==> config.mk <==
export PLATFORM = sky130hd
export DESIGN_NAME = cd_sector_deframer
export DESIGN_NICKNAME = d
export VERILOG_FILES = /design/src/rtl/sdf_pkg.sv /design/src/rtl/sdf_bitrev.sv /design/src/rtl/sdf_sync_fsm.sv /design/src/rtl/sdf_lfsr.sv /design/src/rtl/sdf_hdr_capture.sv /design/src/rtl/cd_sector_deframer.sv
export SDC_FILE = /design/constraint.sdc
export NUM_CORES = 1
export LEC_CHECK = 0
export BUFFER_PORTS_ARGS = -buffer_cell sky130_fd_sc_hd__buf_2
export CAP_MARGIN = 20
export CORE_UTILIZATION = 35
export DETAILED_ROUTE_END_ITERATION = 12
export MAX_ROUTING_LAYER = met4
export PLACE_DENSITY = 0.56
export SKIP_CTS_REPAIR_TIMING = 1
export SLEW_MARGIN = 40
export SYNTH_ARGS = -nofsm -noshare
export SYNTH_HDL_FRONTEND = slang
export SYNTH_SLANG_ARGS = --single-unit
==> constraint.sdc <==
create_clock -name clk -period 2.26 [get_ports clk]
set_clock_uncertainty 0.05 [all_clocks]
set_input_delay 0.339 -clock clk [delete_from_list [all_inputs] [get_ports clk]]
set_output_delay 0.339 -clock clk [all_outputs]
set_load 0.05 [all_outputs]
==> src/rtl/sdf_pkg.sv <==
package sdf_pkg;

  localparam int BYTE_W = 8;
  localparam logic [BYTE_W-1:0] SYNC_EDGE = 8'h00;
  localparam logic [BYTE_W-1:0] SYNC_FILL = 8'hFF;
  localparam logic [BYTE_W-1:0] MODE_MAX  = 8'h02;
  localparam logic [BYTE_W-1:0] MIN_LIM   = 8'hA0;
  localparam logic [BYTE_W-1:0] SEC_LIM   = 8'h60;
  localparam logic [BYTE_W-1:0] FRM_LIM   = 8'h75;

  typedef enum logic {
    PH_HUNT   = 1'b0,
    PH_LOCKED = 1'b1
  } sdf_phase_e;

  // Both nibbles decimal and the whole value below the limit.
  function automatic logic bcd_below(input logic [BYTE_W-1:0] b,
                                     input logic [BYTE_W-1:0] lim);
    return (b[7:4] <= 4'd9) && (b[3:0] <= 4'd9) && (b < lim);
  endfunction

endpackage

==> src/rtl/sdf_bitrev.sv <==
module sdf_bitrev #(
  parameter int W = 8
) (
  input  logic [W-1:0] din,
  output logic [W-1:0] dout
);

  for (genvar i = 0; i < W; i++) begin : g_swap
    assign dout[i] = din[W-1-i];
  end

endmodule

==> src/rtl/sdf_sync_fsm.sv <==
module sdf_sync_fsm
  import sdf_pkg::*;
#(
  parameter int SECTOR_LEN = 2352,
  parameter int SYNC_LEN   = 12,
  localparam int POS_W     = $clog2(SECTOR_LEN),
  localparam int CNT_W     = $clog2(SYNC_LEN)
) (
  input  logic              clk,
  input  logic              rst_n,
  input  logic              beat,
  input  logic [BYTE_W-1:0] byte_i,
  output logic              locked_o,
  output logic [POS_W-1:0]  pos_o,
  output logic              sync_done_o
);

  sdf_phase_e        phase_q;
  logic [CNT_W-1:0]  cnt_q;
  logic [POS_W-1:0]  pos_q;
  logic [BYTE_W-1:0] want;
  logic              hit;
  logic              tail;

  assign tail = (cnt_q == CNT_W'(SYNC_LEN - 1));
  assign want = ((cnt_q == '0) || tail) ? SYNC_EDGE : SYNC_FILL;
  assign hit  = (byte_i == want);

  assign locked_o    = (phase_q == PH_LOCKED);
  assign pos_o       = pos_q;
  assign sync_done_o = (phase_q == PH_HUNT) && beat && hit && tail;

  always_ff @(posedge clk) begin
    if (!rst_n) begin
      phase_q <= PH_HUNT;
      cnt_q   <= '0;
      pos_q   <= '0;
    end else if (beat) begin
      unique case (phase_q)
        PH_HUNT: begin
          if (hit && tail) begin
            phase_q <= PH_LOCKED;
            pos_q   <= POS_W'(SYNC_LEN);
            cnt_q   <= '0;
          end else if (hit) begin
            cnt_q <= cnt_q + 1'b1;
          end else begin
            cnt_q <= (byte_i == SYNC_EDGE) ? CNT_W'(1) : '0;
          end
        end
        PH_LOCKED: begin
          if (pos_q == POS_W'(SECTOR_LEN - 1)) begin
            phase_q <= PH_HUNT;
            pos_q   <= '0;
          end else begin
            pos_q <= pos_q + 1'b1;
          end
        end
        default: phase_q <= PH_HUNT;
      endcase
    end
  end

  AST_POS_WINDOW: assert property (@(posedge clk) disable iff (!rst_n)
    locked_o |-> (pos_q >= POS_W'(SYNC_LEN)) && (pos_q <= POS_W'(SECTOR_LEN - 1)));

  AST_MATCH_DEPTH: assert property (@(posedge clk) disable iff (!rst_n)
    !locked_o |-> (cnt_q < CNT_W'(SYNC_LEN)));

  AST_LOCK_AT_HEAD: assert property (@(posedge clk) disable iff (!rst_n)
    sync_done_o |=> locked_o && (pos_q == POS_W'(SYNC_LEN)));

endmodule

==> src/rtl/sdf_lfsr.sv <==
module sdf_lfsr #(
  parameter int LFSR_W = 15,
  parameter int OUT_W  = 8,
  parameter logic [LFSR_W-1:0] SEED = 1
) (
  input  logic              clk,
  input  logic              rst_n,
  input  logic              load,
  input  logic              step,
  output logic [OUT_W-1:0]  key_o
);

  logic [LFSR_W-1:0] state_q;
  logic [LFSR_W-1:0] walk;

  // One output bit per shift, LSB first; taps at x^1 and x^0 feed the top.
  always_comb begin
    walk  = state_q;
    key_o = '0;
    for (int i = 0; i < OUT_W; i++) begin
      key_o[i] = walk[0];
      walk     = {walk[0] ^ walk[1], walk[LFSR_W-1:1]};
    end
  end

  always_ff @(posedge clk) begin
    if (!rst_n)     state_q <= SEED;
    else if (load)  state_q <= SEED;
    else if (step)  state_q <= walk;
  end

  AST_LFSR_LIVE: assert property (@(posedge clk) disable iff (!rst_n)
    state_q != '0);

  AST_LFSR_PRESET: assert property (@(posedge clk) disable iff (!rst_n)
    load |=> (state_q == SEED));

endmodule

==> src/rtl/sdf_hdr_capture.sv <==
module sdf_hdr_capture
  import sdf_pkg::*;
#(
  parameter int POS_W    = 12,
  parameter int SYNC_LEN = 12
) (
  input  logic              clk,
  input  logic              rst_n,
  input  logic              sync_done,
  input  logic              data_beat,
  input  logic [POS_W-1:0]  pos,
  input  logic [BYTE_W-1:0] byte_i,
  output logic [BYTE_W-1:0] mode_o,
  output logic [BYTE_W-1:0] min_o,
  output logic [BYTE_W-1:0] sec_o,
  output logic [BYTE_W-1:0] frm_o,
  output logic              ready_o,
  output logic              err_o
);

  localparam logic [POS_W-1:0] P_MIN  = POS_W'(SYNC_LEN);
  localparam logic [POS_W-1:0] P_SEC  = POS_W'(SYNC_LEN + 1);
  localparam logic [POS_W-1:0] P_FRM  = POS_W'(SYNC_LEN + 2);
  localparam logic [POS_W-1:0] P_MODE = POS_W'(SYNC_LEN + 3);

  logic bad;

  assign bad = !bcd_below(min_o, MIN_LIM) || !bcd_below(sec_o, SEC_LIM) ||
               !bcd_below(frm_o, FRM_LIM) || (byte_i > MODE_MAX);

  always_ff @(posedge clk) begin
    if (!rst_n) begin
      mode_o  <= '0;
      min_o   <= '0;
      sec_o   <= '0;
      frm_o   <= '0;
      ready_o <= 1'b0;
      err_o   <= 1'b0;
    end else if (sync_done) begin
      ready_o <= 1'b0;
      err_o   <= 1'b0;
    end else if (data_beat) begin
      if (pos == P_MIN) min_o <= byte_i;
      if (pos == P_SEC) sec_o <= byte_i;
      if (pos == P_FRM) frm_o <= byte_i;
      if (pos == P_MODE) begin
        mode_o  <= byte_i;
        ready_o <= 1'b1;
        err_o   <= bad;
      end
    end
  end

  AST_ERR_WITH_READY: assert property (@(posedge clk) disable iff (!rst_n)
    err_o |-> ready_o);

  AST_READY_FROM_BYTE: assert property (@(posedge clk) disable iff (!rst_n)
    $rose(ready_o) |-> $past(data_beat) && ($past(pos) == P_MODE));

  AST_SYNC_CLEARS: assert property (@(posedge clk) disable iff (!rst_n)
    sync_done |=> !ready_o && !err_o);

endmodule

==> src/rtl/cd_sector_deframer.sv <==
module cd_sector_deframer
  import sdf_pkg::*;
#(
  parameter int SECTOR_LEN = 2352,
  parameter int SYNC_LEN   = 12,
  parameter int LFSR_W     = 15,
  localparam int POS_W     = $clog2(SECTOR_LEN)
) (
  input  logic              clk,
  input  logic              rst_n,
  input  logic              start,
  input  logic              in_valid,
  output logic              in_ready,
  input  logic [BYTE_W-1:0] in_data,
  output logic              out_valid,
  input  logic              out_ready,
  output logic [BYTE_W-1:0] out_data,
  output logic              out_first,
  output logic [BYTE_W-1:0] hdr_mode,
  output logic [BYTE_W-1:0] hdr_min,
  output logic [BYTE_W-1:0] hdr_sec,
  output logic [BYTE_W-1:0] hdr_frm,
  output logic              hdr_ready,
  output logic              hdr_err
);

  logic              beat;
  logic              data_beat;
  logic              locked;
  logic              sync_done;
  logic [POS_W-1:0]  pos;
  logic [BYTE_W-1:0] rev;
  logic [BYTE_W-1:0] key;
  logic [BYTE_W-1:0] plain;
  logic              armed_q;
  logic              gate_q;

  assign in_ready  = !out_valid || out_ready;
  assign beat      = in_valid && in_ready;
  assign data_beat = locked && beat;
  assign plain     = rev ^ key;

  sdf_bitrev #(.W(BYTE_W)) u_rev (
    .din  (in_data),
    .dout (rev)
  );

  sdf_sync_fsm #(.SECTOR_LEN(SECTOR_LEN), .SYNC_LEN(SYNC_LEN)) u_sync (
    .clk         (clk),
    .rst_n       (rst_n),
    .beat        (beat),
    .byte_i      (rev),
    .locked_o    (locked),
    .pos_o       (pos),
    .sync_done_o (sync_done)
  );

  sdf_lfsr #(.LFSR_W(LFSR_W), .OUT_W(BYTE_W), .SEED(LFSR_W'(1))) u_key (
    .clk   (clk),
    .rst_n (rst_n),
    .load  (sync_done),
    .step  (data_beat),
    .key_o (key)
  );

  sdf_hdr_capture #(.POS_W(POS_W), .SYNC_LEN(SYNC_LEN)) u_hdr (
    .clk       (clk),
    .rst_n     (rst_n),
    .sync_done (sync_done),
    .data_beat (data_beat),
    .pos       (pos),
    .byte_i    (plain),
    .mode_o    (hdr_mode),
    .min_o     (hdr_min),
    .sec_o     (hdr_sec),
    .frm_o     (hdr_frm),
    .ready_o   (hdr_ready),
    .err_o     (hdr_err)
  );

  // Start arms; the gate opens only at a sector boundary and then stays open.
  always_ff @(posedge clk) begin
    if (!rst_n) begin
      armed_q <= 1'b0;
      gate_q  <= 1'b0;
    end else begin
      if (start) armed_q <= 1'b1;
      if (sync_done && armed_q) gate_q <= 1'b1;
    end
  end

  always_ff @(posedge clk) begin
    if (!rst_n) begin
      out_valid <= 1'b0;
      out_data  <= '0;
      out_first <= 1'b0;
    end else if (data_beat && gate_q) begin
      out_valid <= 1'b1;
      out_data  <= plain;
      out_first <= (pos == POS_W'(SYNC_LEN));
    end else if (out_ready) begin
      out_valid <= 1'b0;
    end
  end

  AST_OUT_HOLD: assert property (@(posedge clk) disable iff (!rst_n)
    out_valid && !out_ready |=> out_valid && $stable(out_data) && $stable(out_first));

  AST_OUT_FROM_INPUT: assert property (@(posedge clk) disable iff (!rst_n)
    $rose(out_valid) |-> $past(in_valid));

  AST_GATE_STICKY: assert property (@(posedge clk) disable iff (!rst_n)
    gate_q |=> gate_q);

  AST_CLOSED_SILENT: assert property (@(posedge clk) disable iff (!rst_n)
    !gate_q |=> !out_valid);

endmodule

Word-level counts from Yosys, hierarchy flattened
Index checks and enable logic that the tools add are counted.
{ "op_classes": {"n_addsub": 2, "order_cmp": 10, "eq_ne": 8, "mux": 12, "n_bitwise": 12, "reduce_logical": 34} }
{ "ops": {"columns": ["cell", "n"], "rows": [
  ["$eq 12x4->1 const B", 4],
  ["$le 4x4->1 const B", 6],
  ["$mux 12", 2],
  ["$pmux 12 s2", 1],
  ["$lt 8x7->1 const B", 2],
  ["$logic_and 1x1->1", 14],
  ["$add 12x1->12 const B", 1],
  ["$eq 12x12->1 const B", 1],
  ["$reduce_and 3->1", 4],
  ["$eq 8x8->1", 1],
  ["$gt 8x2->1 const B", 1],
  ["$logic_not 8->1", 1],
  ["$lt 8x8->1 const B", 1],
  ["$mux 4", 2],
  ["$mux 8", 1],
  ["$xor 1x1->1", 8],
  ["$xor 8x8->8", 1],
  ["$reduce_and 2->1", 3],
  ["$logic_or 1x1->1", 5],
  ["$mux 1", 5],
  ["$add 4x1->4 const B", 1],
  ["$eq 4x4->1 const B", 1],
  ["$logic_not 1->1", 4],
  ["$logic_not 4->1", 1],
  ["5 further kinds", 7]
]} }
{ "word_totals": {"register_bits": 78, "inputBits": 13, "elab_cells": 93} }

Longest topological paths before layout
Gate-level depths: netlist of the first run.
{ "logic_depth": {"depth_word": 8, "depth_mapped": 8, "depth_no_buf": 7} }

Modules after synthesis
From an unflattened synthesis of the first run, not the netlist that was laid out.
{ "hier_totals": {"hier_cells": 418, "hier_area_um2": 3772.4} }
{ "modules_own_cells": {"columns": ["mod", "instances", "cells_per_inst", "area_per_inst_um2", "seq_area_each_um2"], "rows": [
  ["sdf_hdr_capture", 1, 143, 1398.8, 680.7],
  ["sdf_sync_fsm", 1, 133, 1038.5, 340.3],
  ["sdf_lfsr", 1, 65, 676.9, 300.3],
  ["cd_sector_deframer", 1, 69, 598.1, 240.2],
  ["sdf_bitrev", 1, 8, 60.1, 0.0]
]} }

Least setup slack after synthesis of the first run
Ideal clock, no wire load.
{ "synth_timing": {"kind": "register to register", "from": "register out_valid", "to": "register u_hdr.mode_o[6]", "setup_ns": 0.079, "arrival_time_ns": 1.942, "required_ns": 2.131, "setup_slack_ns": 0.189, "path_stages_with_launch": 8, "path_buffers": 2, "period_less_slack_ns": 2.071, "path_cell_list": "dfxtp_1 -> nand2b_1 -> buf_2 -> nand3_2 -> nor3_4 -> buf_6 -> nor2_1 -> a211oi_2"} }
{ "synth_via": {"elab_chain_len": 8} }
{ "synth_rtl": {"columns": ["element", "line", "rtl"], "rows": [
  ["start, declared", "cd_sector_deframer.sv:15", "output logic out_valid,"],
  ["start signal, assigned", "cd_sector_deframer.sv:94", "out_valid <= 1'b0;"],
  ["start signal, assigned", "cd_sector_deframer.sv:98", "out_valid <= 1'b1;"],
  ["start signal, assigned", "cd_sector_deframer.sv:102", "out_valid <= 1'b0;"],
  ["$logic_not 1->1 *", "cd_sector_deframer.sv:38", "assign in_ready = !out_valid || out_ready;"],
  ["$logic_or 1x1->1 *", "cd_sector_deframer.sv:38", null],
  ["net in_ready", "cd_sector_deframer.sv:13", "output logic in_ready,"],
  ["$logic_and 1x1->1 *", "cd_sector_deframer.sv:39", "assign beat = in_valid && in_ready;"],
  ["$logic_and 1x1->1 (3 in series)", "sdf_sync_fsm.sv:31", "assign sync_done_o = (phase_q == PH_HUNT) && beat && hit && tail;"],
  ["$not 1->1 (no source line)", null, null],
  ["$reduce_and 3->1 (no source line) *", null, null],
  ["end signal, assigned", "sdf_hdr_capture.sv:47", "mode_o <= byte_i;"],
  ["end, declared", "sdf_hdr_capture.sv:13", "output logic [BYTE_W-1:0] mode_o,"]
]} }
Mark *: on every way through the listed nets, which the timed path passes. The rest lies on a longest branch.
A chain may end at the register's enable or synchronous reset.

Worst setup path in the final report of the first run
{ "layout_timing": {"from": "register u_sync.cnt_q[0]", "to": "register u_sync.pos_q[9], in the netlist u_sync.pos_o[9]"} }
{ "layout_via": {"elab_chain_len": 7} }
{ "layout_rtl": {"columns": ["element", "line", "rtl"], "rows": [
  ["start, declared", "sdf_sync_fsm.sv:19", "logic [CNT_W-1:0] cnt_q;"],
  ["start signal, assigned", "sdf_sync_fsm.sv:46", "cnt_q <= cnt_q + 1'b1;"],
  ["start signal, assigned", "sdf_sync_fsm.sv:48", "cnt_q <= (byte_i == SYNC_EDGE) ? CNT_W'(1) : '0;"],
  ["$eq 4x4->1 / $logic_not 4->1 (equally long branches)", "sdf_sync_fsm.sv:25, sdf_sync_fsm.sv:26", null],
  ["$logic_or 1x1->1", "sdf_sync_fsm.sv:26", "assign want = ((cnt_q == '0) || tail) ? SYNC_EDGE : SYNC_FILL;"],
  ["$mux 8", "sdf_sync_fsm.sv:26", null],
  ["$eq 8x8->1", "sdf_sync_fsm.sv:27", "assign hit = (byte_i == want);"],
  ["$logic_and 1x1->1 *", "sdf_sync_fsm.sv:41", "if (hit && tail) begin"],
  ["$ne 2x2->1 (no source line) *", null, null],
  ["$reduce_and 2->1 (no source line) *", null, null],
  ["end signal, assigned", "sdf_sync_fsm.sv:43", "pos_q <= POS_W'(SYNC_LEN);"],
  ["end signal, assigned", "sdf_sync_fsm.sv:56", "pos_q <= pos_q + 1'b1;"],
  ["end, declared", "sdf_sync_fsm.sv:20", "logic [POS_W-1:0] pos_q;"]
]} }
Every way passes the cells marked *; elsewhere a longest branch is shown, timed or not.

==> results of run 1 <==
==> sequential cells by signal, indices dropped and copies added, names as in the netlist <==
| signal | cells |
|---|---|
| u_sync.pos_o | 12 |
| u_hdr.frm_o | 8 |
| u_sync.locked_o | 1 |
| u_key.state_q | 15 |
| out_data | 8 |
| u_hdr.ready_o | 1 |
| armed_q | 1 |
| u_hdr.sec_o | 8 |
| u_hdr.mode_o | 8 |
| out_first | 1 |
| u_sync.cnt_q | 4 |
| gate_q | 1 |
| out_valid | 1 |
| u_hdr.err_o | 1 |
| u_hdr.min_o | 8 |
==> per-stage QoR <==
step           utilization, %  instance area [µm²]  hold slack [ns]
2_1_floorplan               -                 3440            0.381
3_3_place_gp             42.0                 3940            0.389
3_5_place_dp             42.0                 3940            0.395
4_1_cts                  43.9                 4120            0.123
5_1_grt                  43.9                 4120            0.122
6_report                 43.9                 4120            0.139
==> kinds of logic (layout without fill, tap and decap cells) <==
| kind of cell | after synthesis | count (layout) | synth area share (%) |
|---|---|---|---|
| compound gates | 78 | 78 | 15.0 |
| xor+xnor | 25 | 25 | 6.36 |
| fa+ha+maj | 6 | 6 | 2.18 |
| buf+inv | 27 | 99 | 3.96 |
| flops | 78 | 78 | 45.3 |
| mux | 6 | 6 | 1.89 |
| simple gates | 166 | 166 | 25.3 |
==> layout make-up <==
class                   instances  area [µm²]  share of cell area, %
multi-input cells             281        1750                   42.4
flip-flops and latches         78        1560                   37.9
repair buffers                 76         440                   10.7
well taps                     129         161                   3.92
clock buffers                   9         124                   3.01
clock inverters                 7        56.3                   1.37
inverters                       7        26.3                  0.638
==> metal layers <==
metal / track usage [%] / vias to the layer above / share of wire [%]
met5: - / - / 0
met4: 8.03 / 0 / 1.6
met3: 2.69 / 11 / 3.2
met2: 26.9 / 55 / 45
met1: 24.0 / 1405 / 50
li1: - / 1499 / -
==> report_power, final <==
part           total (W)  leakage (nW)  switching [W]  internal [W]
logic           0.000104         0.768      0.0000678     0.0000361
registers        0.00138         0.628     0.00000173       0.00138
clock network   0.000981        0.0906       0.000569      0.000412
total            0.00246          1.49       0.000639       0.00182
==> layout by cell type, fill, tap and decap left out, types with 5 or more instances in the layout <==
cell type,instances
a211oi_2,6
xnor2_1,23
mux2i_1,5
nand4_1,13
inv_1,6
ha_1,6
buf_2,57
nand2b_1,8
clkbuf_8,9
nor3_1,8
dfxtp_1,78
a21oi_1,17
nand3_1,25
o21ai_0,25
nor2_1,53
buf_4,18
a211oi_1,21
nand2_1,31
==> tightest hold or removal path: cells and delay by family <==
kind | cells | cell delay [ns]
AND/OR/NAND/NOR | 2 | 0.10
buffers and inverters | 1 | 0.08
==> path summary, 6_finish.rpt <==
kind | to | depth (start not counted) | slack (ns)
min | armed_q$_SDFFE_PN0P_ | 3 | 0.14
min reg2reg | u_key.state_q[1]$_SDFFE_PP0P_ | 2 | 0.41
max reg2reg | u_sync.pos_o[9]$_SDFFE_PN0P_ | 6 | 0.25
max | u_sync.pos_o[9]$_SDFFE_PN0P_ | 6 | 0.25
==> key figures, run 1 <==
Placement
  • GP Congestion: 0.803
  • DP Worst Slack: 0.293 ns
  • Total placed cells including tap cells: 571
  • Post-DP HPWL: 6160 µm
  • I/O Buffers: 57

Floorplan
  • Die area: 0.0102 mm²
  • Initial Utilization: 36.8%
  • Die H: 101 µm
  • Core Box Area: 0.00937 mm²
  • FP Rows: 35
  • Die width: 101 µm
  • Ports: 58

Global route
  • Vias in the first global route: 2719
  • Largest net degree at the start of global routing: 29
  • Initial antenna violation count: 0
  • Total global routing overflow: 0
  • Total global-route track usage: 18.0%
  • First-pass GRT wire length: 13700 µm

Finish
  • Fill count: 947
  • N_diodes: 0
  • Final Instance Count excl. Fillers: 587
  • Share of layout cells above drive strength 1: 24.7%
  • P&R area growth vs syn: 19.5%
  • Final net count: 472

Logic synthesis
  • Async SR Flop Fraction: 0%
  • Top-area cell type share of the netlist area: 45.3%
  • Synthesized instance count: 386
  • Syn avg cell area: 8.92 µm²
  • Count leader, synth: dfxtp_1
  • Main synth FF type: dfxtp_1
  • Synth area leader: dfxtp_1
  • FF+latch count, synth: 78
  • Sequential area share after synthesis: 45.3%
  • Synth area leaders: dfxtp_1 (45%), xnor2_1 (5.8%), nor2_1 (5.8%), a211oi_1 (4.6%), nand3_1 (3.6%)
  • Synth top cells by count: dfxtp_1 (78), nor2_1 (53), nand2_1 (31), nand3_1 (25), o21ai_0 (25)
  • Post-synth EDFFs: 0
  • Synthesis Warnings: 0
  • Netlist cell types: 46
  • Syn Std Cell Area: 0.00344 mm²
  • Post-Syn Nets: 405

Clock network
  • Clock buffer count from CTS: 9
  • TritonCTS clock tree: built
  • H-tree lvl count: 3
  • Root buf cell: clkbuf_8
  • Worst-Skew Late Latency: 0.35 ns
  • Worst-path clk slew: 0.09 ns
  • Deepest clock path buffer count: 2
  • CTS Sinks: 78

Worst setup path
  • Cell mode on critical path: nor2_1
  • Required @ worst endpoint: 2.49 ns
  • Worst setup path startpoint: u_sync.cnt_q[0]$_SDFFE_PN0N_
  • CP startpoint kind: flop
  • Worst path arrival time: 2.24 ns
  • Buf/Inv on CP: 0
  • CP max stage cell: a221o_1
  • Critical Path Fanout Max: 9
  • CP endpoint kind: flop
  • Critical setup path kind: flop to flop
  • CP cell instances: ha_1 > mux2i_1 > nor2_1 > mux2_4 > a221o_1 > nor2_1
  • Worst path top cell family by delay: multiplexers
  • R2R Path Start: u_sync.cnt_q[0]$_SDFFE_PN0N_
  • CP max stage delay: 0.47 ns

STA
  • Slew Limit Fails: 0
  • Max Freq: 499 MHz
  • Worst-margin pin slew: 0.580 ns
  • Min Clock Period, post-route: 2.01 ns
  • RSZ-0062 raised after global routing: no
  • Fin. Hold Viols: 0
  • Worst setup margin: 0.254 ns
  • Relative slew margins: 61.2%
  • Setup_tns: 0 ns
  • Final setup fails: 0
  • Tcrit/Tclk final: 88.7%

Pwr
  • Total power draw: 0.00246 W
  • Pwr dens: 598 mW/mm²
  • Pleak: 1.49 nW
  • Worst vdd ir: 287 µV

Detailed routing
  • DR vias: 2970
  • Iteration-0 DRC Markers: 114
  • Final WL: 8470 µm
  • WL/cell: 14.4 µm
  • DRC violations left: 0
  • Final ANT Viol Nets: 0
  • Via density: 5.06
  • Drt pass-1 iters: 4

Run
  • Max-cap violations: 0

Run status
  • Status: complete, no violations

Min path
  • Worst min-delay path startpoint: start
  • Hold Path Class: primary input to flop
Power figures use the tool's default switching activity.
==> run 2: changes to the inputs <==
--- a/config.mk
+++ b/config.mk
@@ -7,10 +7,10 @@
 export LEC_CHECK = 0
 export BUFFER_PORTS_ARGS = -buffer_cell sky130_fd_sc_hd__buf_2
 export CAP_MARGIN = 20
-export CORE_UTILIZATION = 35
+export CORE_UTILIZATION = 50
 export DETAILED_ROUTE_END_ITERATION = 12
 export MAX_ROUTING_LAYER = met4
-export PLACE_DENSITY = 0.56
+export PLACE_DENSITY = 0.74
 export SKIP_CTS_REPAIR_TIMING = 1
 export SLEW_MARGIN = 40
 export SYNTH_ARGS = -nofsm -noshare
==> key figures, run 2 (synthesis gave the netlist of run 1 again) <==
Run status
  • Status: complete, no violations

Clock network
  • Root buf cell: clkbuf_8
  • TritonCTS clock tree: built
  • H-tree lvl count: 3
  • Worst-path clk slew: 0.08 ns
  • CTS Sinks: 78
  • Deepest clock path buffer count: 2
  • Clock buffer count from CTS: 9
  • Worst-Skew Late Latency: 0.36 ns

STA
  • Final setup fails: 0
  • Tcrit/Tclk final: 90.7%
  • Setup_tns: 0 ns
  • Fin. Hold Viols: 0
  • Relative slew margins: 62.3%
  • Slew Limit Fails: 0
  • Min Clock Period, post-route: 2.05 ns
  • Worst-margin pin slew: 0.563 ns
  • RSZ-0062 raised after global routing: no
  • Max Freq: 488 MHz

Worst setup path
  • R2R Path Start: u_sync.cnt_q[0]$_SDFFE_PN0N_
  • CP cell instances: ha_1 > mux2i_1 > nor2_1 > mux2_4 > a221o_1 > nor2_1
  • Critical setup path kind: flop to flop
  • Worst path arrival time: 2.27 ns
  • CP max stage cell: a221o_1
  • CP startpoint kind: flop
  • Critical Path Fanout Max: 9
  • Worst path top cell family by delay: multiplexers
  • CP max stage delay: 0.47 ns
  • Cell mode on critical path: nor2_1
  • Buf/Inv on CP: 0
  • Worst setup path startpoint: u_sync.cnt_q[0]$_SDFFE_PN0N_
  • Required @ worst endpoint: 2.48 ns
  • CP endpoint kind: flop

Global route
  • Total global-route track usage: 24.0%
  • Busiest layer in global routing: met2
  • First-pass GRT wire length: 13200 µm
  • Initial antenna violation count: 0
  • Met3 Usage GRT: 4.86%
  • Vias in the first global route: 2693
  • Largest net degree at the start of global routing: 29
  • GR met2 Demand/Resource: 34.8%
  • Routing usage on met1: 32.8%
  • Total global routing overflow: 0

Floorplan
  • Ports: 58
  • Initial Utilization: 53.0%
  • Die H: 85 µm
  • FP Rows: 29
  • Die area: 0.00723 mm²
  • Core Box Area: 0.00649 mm²
  • Die width: 85 µm

Finish
  • Most frequent cells in the layout: dfxtp_1 (78), buf_2 (57), nor2_1 (53)
  • N_diodes: 0
  • P&R area growth vs syn: 18.4%
  • Max reg flops: 15
  • Final net count: 470
  • Commonest non-fill, non-tap cell in the layout: dfxtp_1
  • Largest Register: u_key.state_q
  • Final core utilization: 62.8%
  • Share of layout cells above drive strength 1: 24.1%

Placement
  • GP Congestion: 0.898
  • Post-DP HPWL: 5820 µm
  • I/O Buffers: 57

Detailed routing
  • DR vias: 2964
  • Drt pass-1 iters: 4
  • Final WL: 7990 µm
  • Final ANT Viol Nets: 0
  • Via density: 5.56
  • DRC violations left: 0
  • WL/cell: 15.0 µm
  • Iteration-0 DRC Markers: 169

Min path
  • Hold Path Class: primary input to flop
  • Worst min-delay path startpoint: start

Pwr
  • Pwr dens: 645 mW/mm²
  • Worst vdd ir: 421 µV
  • Total power draw: 0.00263 W
  • Pleak: 1.49 nW

Run
  • Max-cap violations: 0
## run 2: final cells by class
type	instances	area (µm²)
clock inverter	6	93.8
sequential	78	1560
timing repair buffer	74	425
tap	77	96.3
inverter	7	26.3
multi-input combinational	281	1750
clock buffer	10	128
fill	571	2420
## run 2: worst paths after layout
check	depth (start not counted)	end	slack, ns
min	3	armed_q$_SDFFE_PN0P_	0.15
max	6	u_sync.pos_o[11]$_SDFFE_PN0P_	0.21
max reg2reg	6	u_sync.pos_o[11]$_SDFFE_PN0P_	0.21
min reg2reg	2	u_key.state_q[2]$_SDFFE_PP0P_	0.39
## run 2: routing by layer
layer / vias to the layer above / part of all wire (%)
li1: 1500 / -
met1: 1377 / 48
met2: 75 / 46
met3: 12 / 3.8
met4: 0 / 1.9
met5: - / 0
## run 2: worst register-to-register path: stages (launching register included)
cell and delay (ns):
dfxtp_1 0.38, ha_1 0.25, mux2i_1 0.10, nor2_1 0.17, mux2_4 0.37, a221o_1 0.47
nor2_1 0.19
## run 2: stage by stage
step | instances | hold slack [ns] | setup slack [ns] | instance area [µm²]
6_report | 533 | 0.145 | 0.210 | 4080
3_3_place_gp | 517 | 0.388 | 0.368 | 3860
5_1_grt | 533 | 0.135 | 0.0559 | 4080
4_1_cts | 533 | 0.136 | 0.263 | 4080
3_5_place_dp | 517 | 0.392 | 0.286 | 3860
2_1_floorplan | 386 | 0.381 | 0.189 | 3440
## run 2: report_power, final
| part | switching [W] | total [W] | internal [W] |
|---|---|---|---|
| Clock | 0.000521 | 0.00115 | 0.000630 |
| Combinational | 0.0000655 | 0.000102 | 0.0000362 |
| Sequential | 0.00000175 | 0.00138 | 0.00137 |
| Total | 0.000589 | 0.00263 | 0.00204 |
==> run 3: changes to the inputs <==
--- a/config.mk
+++ b/config.mk
@@ -10,7 +10,7 @@
 export CORE_UTILIZATION = 50
 export DETAILED_ROUTE_END_ITERATION = 12
 export MAX_ROUTING_LAYER = met4
-export PLACE_DENSITY = 0.74
+export PLACE_DENSITY = 0.77
 export SKIP_CTS_REPAIR_TIMING = 1
 export SLEW_MARGIN = 40
 export SYNTH_ARGS = -nofsm -noshare
==> constraint.sdc (replaced) <==
create_clock -name clk -period 1.7 [get_ports clk]
set_clock_uncertainty 0.05 [all_clocks]
set_input_delay 0.255 -clock clk [delete_from_list [all_inputs] [get_ports clk]]
set_output_delay 0.255 -clock clk [all_outputs]
set_load 0.05 [all_outputs]
==> key figures, run 3 (synthesis gave the netlist of run 1 again) <==
Run
  • Max-cap violations: 0

Clock network
  • CTS Sinks: 78
  • Worst-Skew Late Latency: 0.36 ns
  • H-tree lvl count: 3
  • TritonCTS clock tree: built
  • Deepest clock path buffer count: 2
  • Clock buffer count from CTS: 9
  • Root buf cell: clkbuf_8
  • Worst-path clk slew: 0.09 ns

Finish
  • Largest Register: u_key.state_q
  • N_diodes: 0
  • P&R area growth vs syn: 32.2%
  • Max reg flops: 15
  • Fill count: 477
  • Most frequent cells in the layout: dfxtp_1 (74), buf_2 (57), buf_4 (51)
  • Share of layout cells above drive strength 1: 36.9%
  • Commonest non-fill, non-tap cell in the layout: dfxtp_1
  • Final net count: 513
  • Final core utilization: 70.1%
  • Area of the multi-input gates: 0.00187 mm²
  • FF+latch area: 0.00157 mm²

Worst setup path
  • Required @ worst endpoint: 1.94 ns
  • CP startpoint kind: flop
  • Worst path arrival time: 2.08 ns
  • CP endpoint kind: flop
  • Critical setup path kind: flop to flop
  • Critical Path Fanout Max: 5

Detailed routing
  • WL/cell: 15.8 µm
  • DRC violations left: 0
  • Final ANT Viol Nets: 0
  • Final WL: 9090 µm
  • DR vias: 3257
  • Iteration-0 DRC Markers: 193
  • Drt pass-1 iters: 6
  • Via density: 5.65

Pwr
  • Clock share of power: 42.0%
  • Switching pwr: 0.000855 W
  • Cell internal pwr: 0.00259 W
  • Total power draw: 0.00345 W
  • Switching Share: 24.8%
  • Pleak: 1.74 nW
  • Combinational group share of total power: 5.0%
  • Pwr dens: 757 mW/mm²
  • Seq pwr share: 53.0%
  • Worst vdd ir: 542 µV

STA
  • Slew Limit Fails: 0
  • Tcrit/Tclk final: 108%
  • Hold WS: 0.0411 ns
  • Max Freq: 544 MHz
  • Worst-margin pin slew: 0.515 ns
  • Fin. Hold Viols: 0
  • Final setup fails: 32
  • Setup_tns: -1.72 ns
  • RSZ-0062 raised after global routing: yes
  • Relative slew margins: 65.6%
  • Worst setup margin: -0.139 ns
  • Min Clock Period, post-route: 1.84 ns

Global route
  • First-pass GRT wire length: 13900 µm
  • Initial antenna violation count: 0
  • Largest net degree at the start of global routing: 29
  • Total global-route track usage: 25.3%
  • Total global routing overflow: 0
  • Vias in the first global route: 2946

Floorplan
  • Die H: 85 µm
  • Die width: 85 µm
  • Ports: 58
  • FP Rows: 29
  • Initial Utilization: 53.0%
  • Die area: 0.00723 mm²
  • Core Box Area: 0.00649 mm²

Min path
  • Hold Path Class: primary input to flop

Placement
  • GP Congestion: 0.863
  • I/O Buffers: 57
  • DP Worst Slack: -0.219 ns
  • Post-DP HPWL: 6390 µm

Run status
  • Failing checks: negative setup slack
  • Status: complete, but fails checks
run 3: changes by cell type in the layout (fill, tap and decap cells not counted), moves of 4 or more:
cell and change:
a211oi_1 -8, dfxtp_1 -4, a211oi_2 +8, buf_4 +35, nor2_1 -6, buf_6 +8, nor2_2 +6
run 3: final timing paths:
check,endpoint,depth (start not counted),start,slack (ns)
worst max-delay path,u_sync.pos_o[11]$_SDFFE_PN0P_,8,u_sync.cnt_q[1]$_SDFFE_PN0N_,-0.14
worst min register to register,u_key.state_q[6]$_SDFFE_PP0P_,2,u_key.state_q[14]$_SDFFE_PP0P_,0.41
worst max register to register,u_sync.pos_o[11]$_SDFFE_PN0P_,8,u_sync.cnt_q[1]$_SDFFE_PN0N_,-0.14
worst min-delay path,armed_q$_SDFFE_PN0P_,3,start,0.04
run 3: power by group through the flow:
stage	registers, W	clock network (W)	logic [W]
after floorplan	0.00187	0	0.0000758
after global placement	0.00187	0	0.000156
after detailed placement	0.00187	0	0.000160
after CTS	0.00183	0.00145	0.000161
after global routing	0.00183	0.00153	0.000185
final	0.00183	0.00145	0.000172
run 3: metrics by stage:
stage | std cells | instance area, µm²
after floorplan | 386 | 3510
after global routing | 576 | 4550
final | 576 | 4550
after CTS | 571 | 4400
after detailed placement | 555 | 4190
after global placement | 555 | 4190
run 3: metal layers:
metal	routed length, µm	vias up	global-route usage (%)
met5	0	-	-
met4	228	0	12.3
met3	370	21	3.79
met2	4490	101	39.6
met1	4000	1555	32.0
li1	-	1580	-
run 3: worst max-delay path, stage by stage, from the launching register on:
cell and delay [ns]:
dfxtp_4 0.38, inv_4 0.06, ha_4 0.12, mux2i_1 0.05, nor2_1 0.15, mux2_4 0.35
a221o_1 0.36, buf_6 0.14, nor2_2 0.10
run 3: final cells by class:
cell class | count | share of cell area (%)
Sequential cell | 78 | 34.6
Timing Repair Buffer | 117 | 17.1
Clock inverter | 7 | 1.73
Clock buffer | 9 | 2.72
Inverter | 7 | 0.632
Tap cell | 77 | 2.12
Multi-Input combinational cell | 281 | 41.2
